## src/rtl/sample_demux_pkg.sv

```systemverilog
package sample_demux_pkg;
    localparam int NPORT = 4;
    localparam int IDX_W = $clog2(NPORT);

    typedef enum logic {
        OUT_SIMUL   = 1'b0,
        OUT_STAGGER = 1'b1
    } out_mode_e;
endpackage

```

## src/rtl/sample_demux_fall_cap.sv

```systemverilog
module sample_demux_fall_cap #(
    parameter int SW = 11
) (
    input  logic          clk,
    input  logic          arst,
    input  logic [SW-1:0] smp_in,
    output logic [SW-1:0] fall_smp,
    output logic          fall_vld
);
    typedef struct packed {
        logic [SW-1:0] smp;
        logic          vld;
    } fcap_t;

    fcap_t fc_d, fc_q;

    always_comb begin
        fc_d     = fc_q;
        fc_d.smp = smp_in;
        fc_d.vld = 1'b1;
    end

    always_ff @(negedge clk or posedge arst) begin
        if (arst) fc_q <= '0;
        else      fc_q <= fc_d;
    end

    assign fall_smp = fc_q.smp;
    assign fall_vld = fc_q.vld;
endmodule

```

## src/rtl/sample_demux_core.sv

```systemverilog
module sample_demux_core
    import sample_demux_pkg::*;
#(
    parameter int SW = 11
) (
    input  logic                      clk,
    input  logic                      arst,
    input  logic                      sleep_n,
    input  out_mode_e                 omode,
    input  logic                      ratio_half,
    input  logic                      dual_edge,
    input  logic                      dr_toggle,
    input  logic [SW-1:0]             rise_smp,
    input  logic [SW-1:0]             fall_smp,
    input  logic                      fall_vld,
    output logic [NPORT-1:0][SW-1:0]  ports,
    output logic                      dr
);
    localparam int DW = SW - 1;
    localparam logic [IDX_W-1:0] LAST_FULL = IDX_W'(NPORT - 1);
    localparam logic [IDX_W-1:0] LAST_HALF = IDX_W'(NPORT / 2 - 1);

    typedef struct packed {
        logic [IDX_W-1:0]           idx;
        logic [NPORT-1:0][SW-1:0]   stg;
        logic [NPORT-1:0][SW-1:0]   port;
        logic [NPORT-1:0]           pclk;
        logic                       dr;
    } dmx_t;

    dmx_t st_d, st_q;

    logic [IDX_W-1:0] last_idx;
    logic [IDX_W-1:0] slot;
    logic [SW-1:0]    cur;
    logic             two;
    logic             grp;

    assign last_idx = ratio_half ? LAST_HALF : LAST_FULL;

    always_comb begin
        st_d = st_q;
        slot = '0;
        cur  = '0;
        grp  = 1'b0;
        two  = dual_edge && fall_vld;
        if (sleep_n) begin
            // slot 0 of the pair is the older, falling-edge sample
            for (int j = 0; j < 2; j++) begin
                if (j == 1 || two) begin
                    cur  = (j == 0) ? fall_smp : rise_smp;
                    slot = st_d.idx;
                    if (omode == OUT_STAGGER) begin
                        st_d.pclk[slot] = ~st_d.pclk[slot];
                        st_d.port[slot] = {st_d.pclk[slot], cur[DW-1:0]};
                    end else begin
                        st_d.stg[slot] = cur;
                    end
                    if (slot == last_idx) begin
                        grp      = 1'b1;
                        st_d.idx = '0;
                        if (omode == OUT_SIMUL) begin
                            for (int p = 0; p < NPORT; p++) begin
                                if (IDX_W'(p) <= last_idx) st_d.port[p] = st_d.stg[p];
                            end
                        end
                    end else begin
                        st_d.idx = slot + IDX_W'(1);
                    end
                end
            end
            st_d.dr = dr_toggle ? (st_q.dr ^ grp) : grp;
        end
    end

    always_ff @(posedge clk or posedge arst) begin
        if (arst) st_q <= '0;
        else      st_q <= st_d;
    end

    assign ports = st_q.port;
    assign dr    = st_q.dr;
endmodule

```

## src/rtl/sample_demux.sv

```systemverilog
module sample_demux
    import sample_demux_pkg::*;
#(
    parameter int DATA_W = 10
) (
    input  logic              clk,
    input  logic              arst,
    input  logic              sleep_n,
    input  logic              stag_n,
    input  logic              ratio_half,
    input  logic              dual_edge,
    input  logic              dr_toggle,
    input  logic [DATA_W-1:0] din,
    input  logic              flag_in,
    output logic [DATA_W:0]   port_a,
    output logic [DATA_W:0]   port_b,
    output logic [DATA_W:0]   port_c,
    output logic [DATA_W:0]   port_d,
    output logic              dr
);
    localparam int SW = DATA_W + 1;

    logic [SW-1:0]            rise_smp;
    logic [SW-1:0]            fall_smp;
    logic                     fall_vld;
    logic [NPORT-1:0][SW-1:0] ports;
    out_mode_e                omode;

    assign rise_smp = {flag_in, din};
    assign omode    = stag_n ? OUT_SIMUL : OUT_STAGGER;

    sample_demux_fall_cap #(.SW(SW)) fcap_i (
        .clk      (clk),
        .arst     (arst),
        .smp_in   (rise_smp),
        .fall_smp (fall_smp),
        .fall_vld (fall_vld)
    );

    sample_demux_core #(.SW(SW)) core_i (
        .clk        (clk),
        .arst       (arst),
        .sleep_n    (sleep_n),
        .omode      (omode),
        .ratio_half (ratio_half),
        .dual_edge  (dual_edge),
        .dr_toggle  (dr_toggle),
        .rise_smp   (rise_smp),
        .fall_smp   (fall_smp),
        .fall_vld   (fall_vld),
        .ports      (ports),
        .dr         (dr)
    );

    assign port_a = ports[0];
    assign port_b = ports[1];
    assign port_c = ports[2];
    assign port_d = ports[3];
endmodule

```

## config.mk

```make
export PLATFORM = sky130hd
export DESIGN_NAME = sample_demux
export DESIGN_NICKNAME = d
export VERILOG_FILES = /design/src/rtl/sample_demux_pkg.sv /design/src/rtl/sample_demux_fall_cap.sv /design/src/rtl/sample_demux_core.sv /design/src/rtl/sample_demux.sv
export SDC_FILE = /design/constraint.sdc
export NUM_CORES = 1
export LEC_CHECK = 0
export ABC_AREA = 1
export BUFFER_PORTS_ARGS = -buffer_cell sky130_fd_sc_hd__buf_2
export CAP_MARGIN = 10
export CORE_ASPECT_RATIO = 0.5
export CORE_UTILIZATION = 45
export DETAILED_ROUTE_END_ITERATION = 8
export GPL_TIMING_DRIVEN = 0
export HOLD_SLACK_MARGIN = 0.02
export PLACE_DENSITY_LB_ADDON = 0.3
export SYNTH_ARGS = -nofsm -noshare
export SYNTH_HDL_FRONTEND = slang
export SYNTH_HIERARCHICAL = 1
export SYNTH_SLANG_ARGS = --single-unit
```

## constraint.sdc

```tcl
create_clock -name clk -period 2.6 [get_ports clk]
set_input_delay 0.13 -clock clk [delete_from_list [all_inputs] [get_ports clk]]
set_output_delay 0.13 -clock clk [all_outputs]
set_load 0.05 [all_outputs]
```

== Word level (Yosys, flattened, before mapping) ==
Index checks and enable logic that the tools add are counted.

* Bits in registers: 107
* Input bits: 18
* Logic and storage cells: 79
* Output and inout bits: 45

* Reduce and logical (&&, ||, !) cells: 3
* Bitwise gates (word level): 3
* Equal/unequal tests: 2
* Add/subtract/negate cells: 2
* Magnitude comparators: 8
* Muxes and demuxes: 48

{| class="wikitable"
|+ Operator list
! operator !! count
|-
| $mux 44 || 6
|-
| $mux 94 || 2
|-
| $bwmux 44 || 4
|-
| $mux 11 || 10
|-
| $mux 48 || 2
|-
| $demux 11 s2 || 2
|-
| $mux 1 || 11
|-
| $bmux 1 s2 || 4
|-
| $bwmux 4 || 2
|-
| $lt 2x3->1 const B || 2
|-
| $mux 2 || 3
|-
| $add 2x1->2 const B || 2
|-
| $demux 1 s2 || 2
|-
| $eq 2x2->1 || 2
|-
| $ge 2x1->1 const B || 2
|-
| $le 1x2->1 const A || 2
|-
| $le 2x2->1 const A || 2
|-
| $logic_and 1x1->1 || 3
|-
| $not 1->1 || 2
|-
| $xor 1x1->1 || 1
|}

== Logic depth before layout (Yosys ltp) ==
Gate-level depths: netlist (run 1).

* Depth after elaboration: 26
* Depth in mapped cells: 16
* Gate-level depth less buffers: 15

== Cells and area by module ==
The synthesis (run 1) kept the hierarchy.

{| class="wikitable"
|+ By module, submodules not included
! module !! seq. area each (um2) !! area an instance (um2) !! cells an instance !! instances
|-
| sample_demux_core || 2377.3 || 7469.7 || 1109 || 1
|-
| sample_demux_fall_cap || 300.3 || 307.8 || 14 || 1
|-
| sample_demux || 0.0 || 3.8 || 1 || 1
|}

==> flow_metrics.env, run 1 <==
export IMPL_core_area_um2=16640
export IMPL_setup_violations_final=94
export IMPL_mostFrequentLayoutCell="nand2_1"
export IMPL_synth_top_area_share_pct=30.55
export IMPL_yosysUniqueCellTypes=44
export IMPL_grt_start_max_net_pins=33
export IMPL_first_global_vias=8665
export IMPL_syn_num_nets=1150
export IMPL_ctsLongestPathBuffers=2
export IMPL_fin_ws_ns=-1.052
export IMPL_routabilityCongestion=0.9835
export IMPL_maxSlewViolCount=0
export IMPL_dpl_cell_area_um2=8690
export IMPL_syn_area_per_cell_um2=6.923
export IMPL_cts_root_buf="clkbuf_16"
export IMPL_relSlewSlack_pct=25.65
export IMPL_setup_tns_ns=-83.71
export IMPL_io_pins=63
export IMPL_drtIter0Drc=1442
export IMPL_die_x_um=188.0
export IMPL_rsz0062_at_grt="true"
export IMPL_cp_max_fo=6
export IMPL_syn2layout_area_growth_pct=35.36
export IMPL_grtUsageMet3_pct=13.19
export IMPL_cts_htree_levels=3
export IMPL_hold_violations=0
export IMPL_setup_worst_path_end_class="register"
export IMPL_antenna_found_initial=0
export IMPL_wl_per_cell_um=26.07
export IMPL_synth_cells=1124
export IMPL_diodes=0
export IMPL_std_cell_rows=33
export IMPL_grt_use_met2_pct=62.50
export IMPL_crit_required_ns=2.81
export IMPL_postRouteAntennaNets=0
export IMPL_syn_area_um2=7781
export IMPL_num_vias=9460
export IMPL_synth_area_leader_cell="dfrtp_1"
export IMPL_vias_per_cell=6.340
export IMPL_nets=1286
export IMPL_worstMarginPinSlew_ns=1.115
export IMPL_gr_usage_met1_pct=61.48
export IMPL_synth_flop_cell="dfrtp_1"
export IMPL_leakage_nw=4.956
export IMPL_seq_area_frac_synth_pct=34.41
export IMPL_path_class="reg -> reg"
export IMPL_grt_usage_pct=43.52
export IMPL_dpl_worst_slack_ns=-1.450
export IMPL_violations="setup timing"
export IMPL_fin_skew_ns=0.01679
export IMPL_synth_edf_count=0
export IMPL_die_y_um=94.99
export IMPL_p_per_area_nw_per_um2=1024
export IMPL_arrival_ns=3.86
export IMPL_synthArstFlopShare_pct=100.0
export IMPL_power_mw=10.79
export IMPL_ir_drop_v=0.0006474
export IMPL_synthTopCellsByArea="dfrtp_1 (31%), o21ai_0 (12%), nand2_1 (12%)"
export IMPL_grt_pass1_wl_um=55890
export IMPL_dp_hpwl_um=25590
export IMPL_crit_slowest_cell="dfrtn_1"
export IMPL_cts_tree="done"
export IMPL_cp_cell_sequence="nand2_4 > inv_8 > nand2_4 > o21ai_4 > o21ai_4 > inv_4 > ha_4 > inv_4 > nor2_4 > clkinv_4 > clkbuf_16 > o21ai_2 > o22ai_2 > o221ai_1 > o21ai_1"
export IMPL_slowest_delay_ns=0.43
export IMPL_outcome="finished with violations"
export IMPL_cts_sinks=107
export IMPL_yosys_warnings=6
export IMPL_dieArea_um2=17850
export IMPL_globalRouteOverflowTotal=0
export IMPL_drive_above_1_share_pct=32.25
export IMPL_ys_ff_latch=107
export IMPL_clk_pin_slew_ns=0.09
export IMPL_cts_buffers=9
export IMPL_initial_utilization_pct=46.76
export IMPL_io_buffer_count=61
export IMPL_drt_pass1_iter_count=8
export IMPL_layout_common_cells="nand2_1 (234), o21ai_0 (118), dfrtp_1 (95), buf_4 (89), inv_1 (82)"
export IMPL_startpoint_type="register"
export IMPL_clk_latency_ns=0.37
export IMPL_totalWireLength_um=38890
export IMPL_cap_viol_max_count=0
export IMPL_final_area_um2=10530
export IMPL_top_usage_layer="met2"
export IMPL_hold_path_class="in -> reg"
export IMPL_drc=0
## final cells by class
cell class              count  area (µm²)
fillers                  1481        6107
multi-input cells         793        4920
flip-flops and latches    107        2678
repair buffers            126        1021
plain buffers             114       883.3
inverters                 109       460.4
well taps                 227       284.0
clock buffers              11       242.7
clock inverters             5       43.79
## per-stage QoR
step	cells	hold slack (ns)	utilization (%)
after floorplan	1124	0.3147	-
after global placement	1412	0.4709	51.86
after detailed placement	1415	0.1436	52.22
after CTS	1476	0.1353	60.43
after global routing	1492	0.1666	63.30
final	1492	0.1415	63.30
## power breakdown
part	internal [mW]	switching, mW
Clock	0.691	0.723
Sequential	2.22	0.517
Combinational	2.47	4.17
## registers in the layout, summed over array words and instances, names as in the netlist
register         count
core_i/ports        44
core_i/dr            1
fcap_i/fall_vld      1
core_i/st_q         50
fcap_i/fall_smp     11
## synth_stat cells, types with 2 or more instances
master,number
nand2_1,246
o21ai_0,191
dfrtp_1,95
inv_1,95
a21oi_1,86
nor2_1,66
nand3_1,53
buf_4,46
clkbuf_1,43
o22ai_1,36
o211ai_1,25
o221ai_1,15
buf_2,13
dfrtn_1,12
inv_2,11
a22o_1,10
o21ai_1,10
a22oi_1,9
ha_1,8
buf_1,7
buf_6,6
nand2_2,4
o221a_2,4
or2_2,4
a21oi_2,3
a221oi_1,3
clkinv_1,3
a211oi_1,2
a31oi_1,2
nand2_4,2
## final timing paths
kind / start / end / slack, ns / cells after the start
max: fcap_i/fall_vld / core_i/ports[40] / -1.05 / 15
max reg2reg: fcap_i/fall_vld / core_i/ports[40] / -1.05 / 15
min reg2reg: core_i/st_q[88] / core_i/st_q[88] / 0.48 / 2
max in group asynchronous: arst / fcap_i/fall_vld / 0.48 / 3
min in group asynchronous: arst / core_i/ports[21] / 0.32 / 3
min: dr_toggle / core_i/dr / 0.14 / 4
## worst max-delay path, delay by kind of cell (launching register included)
kind            cells  cell delay, ns
compound gates      6            0.62
fa+ha+maj           1            0.16
flops               1            0.43
buf+inv             5            0.59
simple gates        3            0.39
## kinds of logic after synthesis
group           share of synthesized area [%]
fa+ha+maj                               1.286
simple gates                            20.39
compound gates                          29.81
flops                                   34.41
other cells                           0.04819
xor+xnor                               0.1126
mux                                    0.1286
buf+inv                                 13.81
## what timing repair did
action,4_1_cts,5_1_grt
hold buffers,1,0
cloned,8,2
buffers inserted,36,15
pin swaps,43,40
setup endpoints to repair,94,94
hold endpoints to repair,11,0
gates resized for setup,174,83
## routing by layer
layer,share of wire (%),vias to the layer above
met5,0,-
met4,3.3,0
met3,15,130
met2,40,778
met1,42,4484
li1,-,4068
(Power assumes the default switching activity.)
==> run 2, diff against run 1 <==
Settings changed: ABC_AREA 1 to not set, CORE_MARGIN set to 2.
Clock period 2.6 ns to 3.7 ns, I/O delays scaled along.
==> flow_metrics.env, run 2 <==
export IMPL_outcome="finished with violations"
export IMPL_violations="setup timing"
export IMPL_synthTopCellsByArea="dfrtp_1 (31%), nand2_1 (5.2%), mux2i_1 (4.8%)"
export IMPL_die_y_um=96.88
export IMPL_arrival_ns=4.57
export IMPL_seq_area_frac_synth_pct=34.49
export IMPL_synth_edf_count=0
export IMPL_synth_cells=934
export IMPL_core_area_um2=16640
export IMPL_multi_input_area_um2=5959
export IMPL_cts_htree_levels=3
export IMPL_fin_ws_ns=-0.6637
export IMPL_wl_per_cell_um=26.18
export IMPL_io_pins=63
export IMPL_relSlewSlack_pct=4.480
export IMPL_hold_path_class="in -> reg"
export IMPL_cp_max_fo=6
export IMPL_syn_num_nets=960
export IMPL_initial_utilization_pct=46.66
export IMPL_holdWs_ns=0.2098
export IMPL_seqCellArea_um2=2678
export IMPL_syn2layout_area_growth_pct=47.56
export IMPL_diodes=0
export IMPL_yosysMostFrequentCell="nand2_1"
export IMPL_clk_latency_ns=0.36
export IMPL_vias_per_cell=6.894
export IMPL_dieArea_um2=18380
export IMPL_syn_area_per_cell_um2=8.312
export IMPL_setup_worst_path_end_class="register"
export IMPL_grt_start_max_net_pins=54
export IMPL_drtIter0Drc=1239
export IMPL_p_sw_share_pct=48.53
export IMPL_io_buffer_count=61
export IMPL_crit_required_ns=3.91
export IMPL_clk_pin_slew_ns=0.08
export IMPL_mostFrequentLayoutCell="dfrtp_1"
export IMPL_grt_usage_pct=34.63
export IMPL_switchingPower_mw=4.797
export IMPL_sequentialPowerShare_pct=22.1
export IMPL_synth_area_leader_cell="dfrtp_1"
export IMPL_maxSlewViolCount=0
export IMPL_internal_power_mw=5.088
export IMPL_largest_reg_flops=50
export IMPL_cts_tree="done"
export IMPL_die_x_um=189.8
export IMPL_layout_common_cells="dfrtp_1 (95), nand2_1 (86), buf_2 (65), buf_4 (60), clkbuf_1 (52)"
export IMPL_synthTopCellsByCount="nand2_1 (107), dfrtp_1 (95), clkbuf_1 (83)"
export IMPL_std_cell_rows=33
export IMPL_synthArstFlopShare_pct=100.0
export IMPL_synth_top_area_share_pct=30.62
export IMPL_final_area_um2=11460
export IMPL_yosys_warnings=6
export IMPL_ys_ff_latch=107
export IMPL_antenna_found_initial=0
export IMPL_dpl_worst_slack_ns=-1.332
export IMPL_cts_root_buf="clkbuf_16"
export IMPL_routabilityCongestion=1.002
export IMPL_fin_skew_ns=0.009799
export IMPL_rsz0062_at_grt="true"
export IMPL_startpoint_type="register"
export IMPL_fillers=1229
export IMPL_drc=0
export IMPL_drive_above_1_share_pct=44.70
export IMPL_yosysUniqueCellTypes=73
export IMPL_p_comb_share_pct=67.8
export IMPL_cts_buffers=9
export IMPL_postRouteAntennaNets=0
export IMPL_fin_cells=1294
export IMPL_syn_area_um2=7764
export IMPL_p_per_area_nw_per_um2=862.8
export IMPL_first_global_vias=8291
export IMPL_setup_violations_final=93
export IMPL_cts_sinks=107
export IMPL_clkPwrFrac_pct=10.1
export IMPL_placed_cells=1223
export IMPL_hold_violations=0
export IMPL_worstMarginPinSlew_ns=1.433
export IMPL_cap_viol_max_count=0
export IMPL_ir_drop_v=0.0005200
export IMPL_num_vias=8921
export IMPL_nets=1088
export IMPL_leakage_nw=4.673
export IMPL_drt_pass1_iter_count=8
export IMPL_ctsLongestPathBuffers=2
export IMPL_dp_hpwl_um=21150
export IMPL_globalRouteOverflowTotal=0
export IMPL_totalWireLength_um=33880
export IMPL_grt_pass1_wl_um=49090
export IMPL_path_class="reg -> reg"
export IMPL_dpl_cell_area_um2=8822
export IMPL_regMostFlops="core_i/st_q"
export IMPL_synth_flop_cell="dfrtp_1"
## run 2: power groups by stage
stage / Clock (mW) / Combinational, mW / Sequential [mW]
floorplan: 0 / 3.84 / 2.01
detailed placement: 0 / 4.80 / 2.14
finish: 0.996 / 6.70 / 2.18
CTS: 1.01 / 5.60 / 2.12
global route: 1.05 / 7.02 / 2.24
global placement: 0 / 4.72 / 2.13
## run 2: logic make-up (layout without fill, tap and decap cells)
group           Yosys count  in the layout  synth area share (%)
fa+ha+maj                 8              8                 1.289
simple gates            259            261                 15.39
compound gates          335            335                 30.48
flops                   107            107                 34.49
buf+inv                 165            296                 10.28
xor+xnor                  7              7                0.7897
other cells               1              1               0.04830
mux                      52             52                 7.236
## run 2: final timing paths
check,slack (ns),startpoint,cells after the start,to
worst max-delay path,-0.66,fcap_i/fall_vld,14,core_i/ports[0]
worst min-delay path,0.21,dr_toggle,3,core_i/dr
worst max register to register,-0.66,fcap_i/fall_vld,14,core_i/ports[0]
worst min register to register,0.52,core_i/st_q[60],1,core_i/st_q[60]
max in group asynchronous,0.85,arst,3,fcap_i/fall_smp[10]
min in group asynchronous,0.45,arst,3,core_i/ports[41]
## run 2: per-layer routing
metal / vias to the layer above / share of wire, % / global-route usage [%]
met5: - / 0 / 0
met4: 0 / 3.5 / 9.600
met3: 113 / 14 / 12.34
met2: 747 / 42 / 48.10
met1: 4351 / 40 / 50.26
li1: 3710 / - / -
## run 2: what timing repair did
item,CTS,global route
cloned,9,5
gates resized for setup,163,222
hold endpoints to repair,42,0
pin swaps,45,88
hold buffers,1,0
endpoints found under the setup margin,94,94
setup buffers,30,20
## run 2: area by class of cell
type	count	share of cell area, %
Multi-Input combinational cell	664	52.02
Sequential cell	107	23.37
Timing Repair Buffer	124	10.15
Buffer	131	8.508
Tap cell	227	2.479
Clock buffer	10	1.999
Inverter	25	0.9065
Clock inverter	6	0.5679
## run 2: through the flow
| stage | TNS, ns | util [%] | power [mW] |
|---|---|---|---|
| 4_1_cts | -42.74 | 61.60 | 8.736 |
| 3_5_place_dp | -68.20 | 53.02 | 6.937 |
| 2_1_floorplan | -22.58 | - | 5.855 |
| 3_3_place_gp | -98.74 | 52.84 | 6.844 |
| 5_1_grt | -50.73 | 68.85 | 10.31 |
| 6_report | -43.80 | 68.85 | 9.885 |
## run 2: critical path, stage by stage (launching register included)
cell and delay [ns]:
dfrtn_1 0.38, buf_8 0.14, and4b_1 0.17, o21ai_2 0.13, and2_4 0.16, buf_8 0.12, inv_6 0.04, ha_4 0.17
clkbuf_16 0.15, buf_6 0.12, buf_8 0.13, and2_4 0.13, nor2b_4 0.12, o31ai_1 0.27, o211ai_1 0.13
==> run 3, diff against run 2 <==
--- a/config.mk
+++ b/config.mk
@@ -15,4 +15,5 @@
 export HOLD_SLACK_MARGIN = 0.02
 export PLACE_DENSITY_LB_ADDON = 0.3
+export SETUP_SLACK_MARGIN = 0.02
 export SYNTH_ARGS = -nofsm -noshare
 export SYNTH_HDL_FRONTEND = slang
==> constraint.sdc (replaced) <==
create_clock -name clk -period 3.7 [get_ports clk]
set_input_delay 0.37 -clock clk [delete_from_list [all_inputs] [get_ports clk]]
set_output_delay 0.37 -clock clk [all_outputs]
set_load 0.05 [all_outputs]
==> flow_metrics.env, run 3 (synthesis gave the netlist of run 2 again) <==
export IMPL_slowest_delay_ns=0.43
export IMPL_io_pins=63
export IMPL_cts_hold_buffers=0
export IMPL_fin_skew_ns=0.01223
export IMPL_setup_tns_ns=-43.40
export IMPL_cts_tree="done"
export IMPL_cap_viol_max_count=0
export IMPL_worstMarginPinSlew_ns=1.259
export IMPL_clk_latency_ns=0.36
export IMPL_crit_slowest_cell="dfrtn_1"
export IMPL_critPathTopFamily="compound AO/OA/AOI/OAI gates"
export IMPL_cp_cell_sequence="clkbuf_8 > and4b_1 > o21ai_2 > and2_4 > inv_6 > ha_4 > clkbuf_16 > o211ai_1 > a221oi_2 > a31oi_4 > a211oi_2"
export IMPL_antenna_found_initial=0
export IMPL_diodes=0
export IMPL_clk_pin_slew_ns=0.09
export IMPL_grt_start_max_net_pins=50
export IMPL_cts_sinks=107
export IMPL_p_per_area_nw_per_um2=873.4
export IMPL_fin_ws_ns=-0.6683
export IMPL_seqCellArea_um2=2678
export IMPL_gr_usage_met1_pct=50.00
export IMPL_cp_max_fo=5
export IMPL_dp_hpwl_um=20750
export IMPL_violations="setup timing"
export IMPL_mostFrequentLayoutCell="dfrtp_1"
export IMPL_drive_above_1_share_pct=37.94
export IMPL_layout_common_cells="dfrtp_1 (95), nand2_1 (90), buf_2 (65), buf_4 (65), nor2_1 (59)"
export IMPL_startpoint_type="register"
export IMPL_hold_violations=0
export IMPL_leakage_nw=4.474
export IMPL_first_global_vias=8183
export IMPL_nets=1078
export IMPL_grt_use_met2_pct=48.07
export IMPL_critPathBufInv=3
export IMPL_postRouteAntennaNets=0
export IMPL_syn2layout_area_growth_pct=38.02
export IMPL_crit_required_ns=3.95
export IMPL_setup_violations_final=93
export IMPL_cts_root_buf="clkbuf_16"
export IMPL_maxSlewViolCount=0
export IMPL_num_vias=8706
export IMPL_drt_pass1_iter_count=6
export IMPL_std_cell_rows=33
export IMPL_dpl_cell_area_um2=8822
export IMPL_core_area_um2=16640
export IMPL_die_y_um=96.88
export IMPL_die_x_um=189.8
export IMPL_fin_util_pct=64.40
export IMPL_path_class="reg -> reg"
export IMPL_multi_input_area_um2=5438
export IMPL_grtUsageMet3_pct=9.107
export IMPL_rsz0062_at_grt="true"
export IMPL_ir_drop_v=0.0003556
export IMPL_vias_per_cell=6.780
export IMPL_relSlewSlack_pct=16.08
export IMPL_routabilityCongestion=0.9713
export IMPL_hold_path_class="in -> async"
export IMPL_totalWireLength_um=32140
export IMPL_final_area_um2=10720
export IMPL_ctsLongestPathBuffers=2
export IMPL_wl_per_cell_um=25.03
export IMPL_fillers=1351
export IMPL_grt_usage_pct=33.99
export IMPL_grt_pass1_wl_um=48190
export IMPL_top_usage_layer="met1"
export IMPL_drc=0
export IMPL_setup_worst_path_end_class="register"
export IMPL_cts_htree_levels=3
export IMPL_power_mw=9.359
export IMPL_initial_utilization_pct=46.66
export IMPL_dieArea_um2=18380
export IMPL_arrival_ns=4.62
export IMPL_drtIter0Drc=1302
export IMPL_reg2reg_slack_ns=-0.67
export IMPL_outcome="finished with violations"
export IMPL_globalRouteOverflowTotal=0
export IMPL_cts_buffers=9
export IMPL_regMostFlops="core_i/st_q"
export IMPL_largest_reg_flops=50
export IMPL_io_buffer_count=61
## run 3: cell types whose count changed in the layout (fill, tap and decap cells not counted), sizes merged
| cell | delta |
|---|---|
| dlygate4sd3 | -1 |
| clkinv | -2 |
| buf | -4 |
| clkbuf | -4 |
| inv | +2 |
| nand2 | -1 |
## run 3: what timing repair did
action | 4_1_cts | 5_1_grt
gates resized for setup | 210 | 69
cloned | 8 | 0
endpoints found under the setup margin | 94 | 94
buffers inserted | 37 | 10
pin swaps | 72 | 51
## run 3: final timing paths
path,from,cells after the start,end
worst max-delay path,fcap_i/fall_vld,11,core_i/ports[21]
worst min-delay path,arst,2,core_i/st_q[88]
worst max register to register,fcap_i/fall_vld,11,core_i/ports[21]
worst min register to register,core_i/st_q[56],2,core_i/st_q[56]
max in group asynchronous,arst,2,fcap_i/fall_smp[0]
min in group clk,dr_toggle,3,core_i/dr
## run 3: layout make-up
type / instances / area share, %
plain buffers: 130 / 8.933
clock buffers: 10 / 2.230
clock inverters: 6 / 0.5838
inverters: 25 / 0.9692
multi-input cells: 663 / 50.75
flip-flops and latches: 107 / 24.99
well taps: 227 / 2.651
repair buffers: 116 / 8.898
## run 3: stage by stage
| step | hold slack, ns | setup slack, ns | cells |
|---|---|---|---|
| after floorplan | 0.4639 | -0.4373 | 934 |
| after global placement | 0.4882 | -1.238 | 1222 |
| final | 0.1024 | -0.6683 | 1284 |
| after global routing | 0.1628 | -0.7687 | 1284 |
| after detailed placement | 0.4940 | -1.312 | 1223 |
| after CTS | 0.1334 | -0.6581 | 1278 |
## run 3: layer usage
layer / wire length, µm / vias up / part of all wire (%)
met1: 13140 / 4283 / 41
met3: 4573 / 91 / 14
met4: 898 / 0 / 2.8
li1: - / 3677 / -
met5: 0 / - / 0
met2: 13530 / 655 / 42
## run 3: worst reg2reg max path: stages (launching register included)
cell       delay, ns
dfrtn_1         0.43
clkbuf_8        0.15
and4b_1         0.21
o21ai_2         0.09
and2_4          0.21
inv_6           0.07
ha_4            0.17
clkbuf_16       0.15
o211ai_1        0.13
a221oi_2        0.37
a31oi_4         0.11
a211oi_2        0.29
## run 3: where the power goes
group | leakage [nW] | total [mW] | switching, mW | internal (mW)
Sequential | 1.28 | 2.15 | 0.475 | 1.68
Combinational | 3.05 | 6.19 | 3.54 | 2.64
Clock | 0.151 | 1.02 | 0.519 | 0.502
Total | 4.47 | 9.36 | 4.54 | 4.82
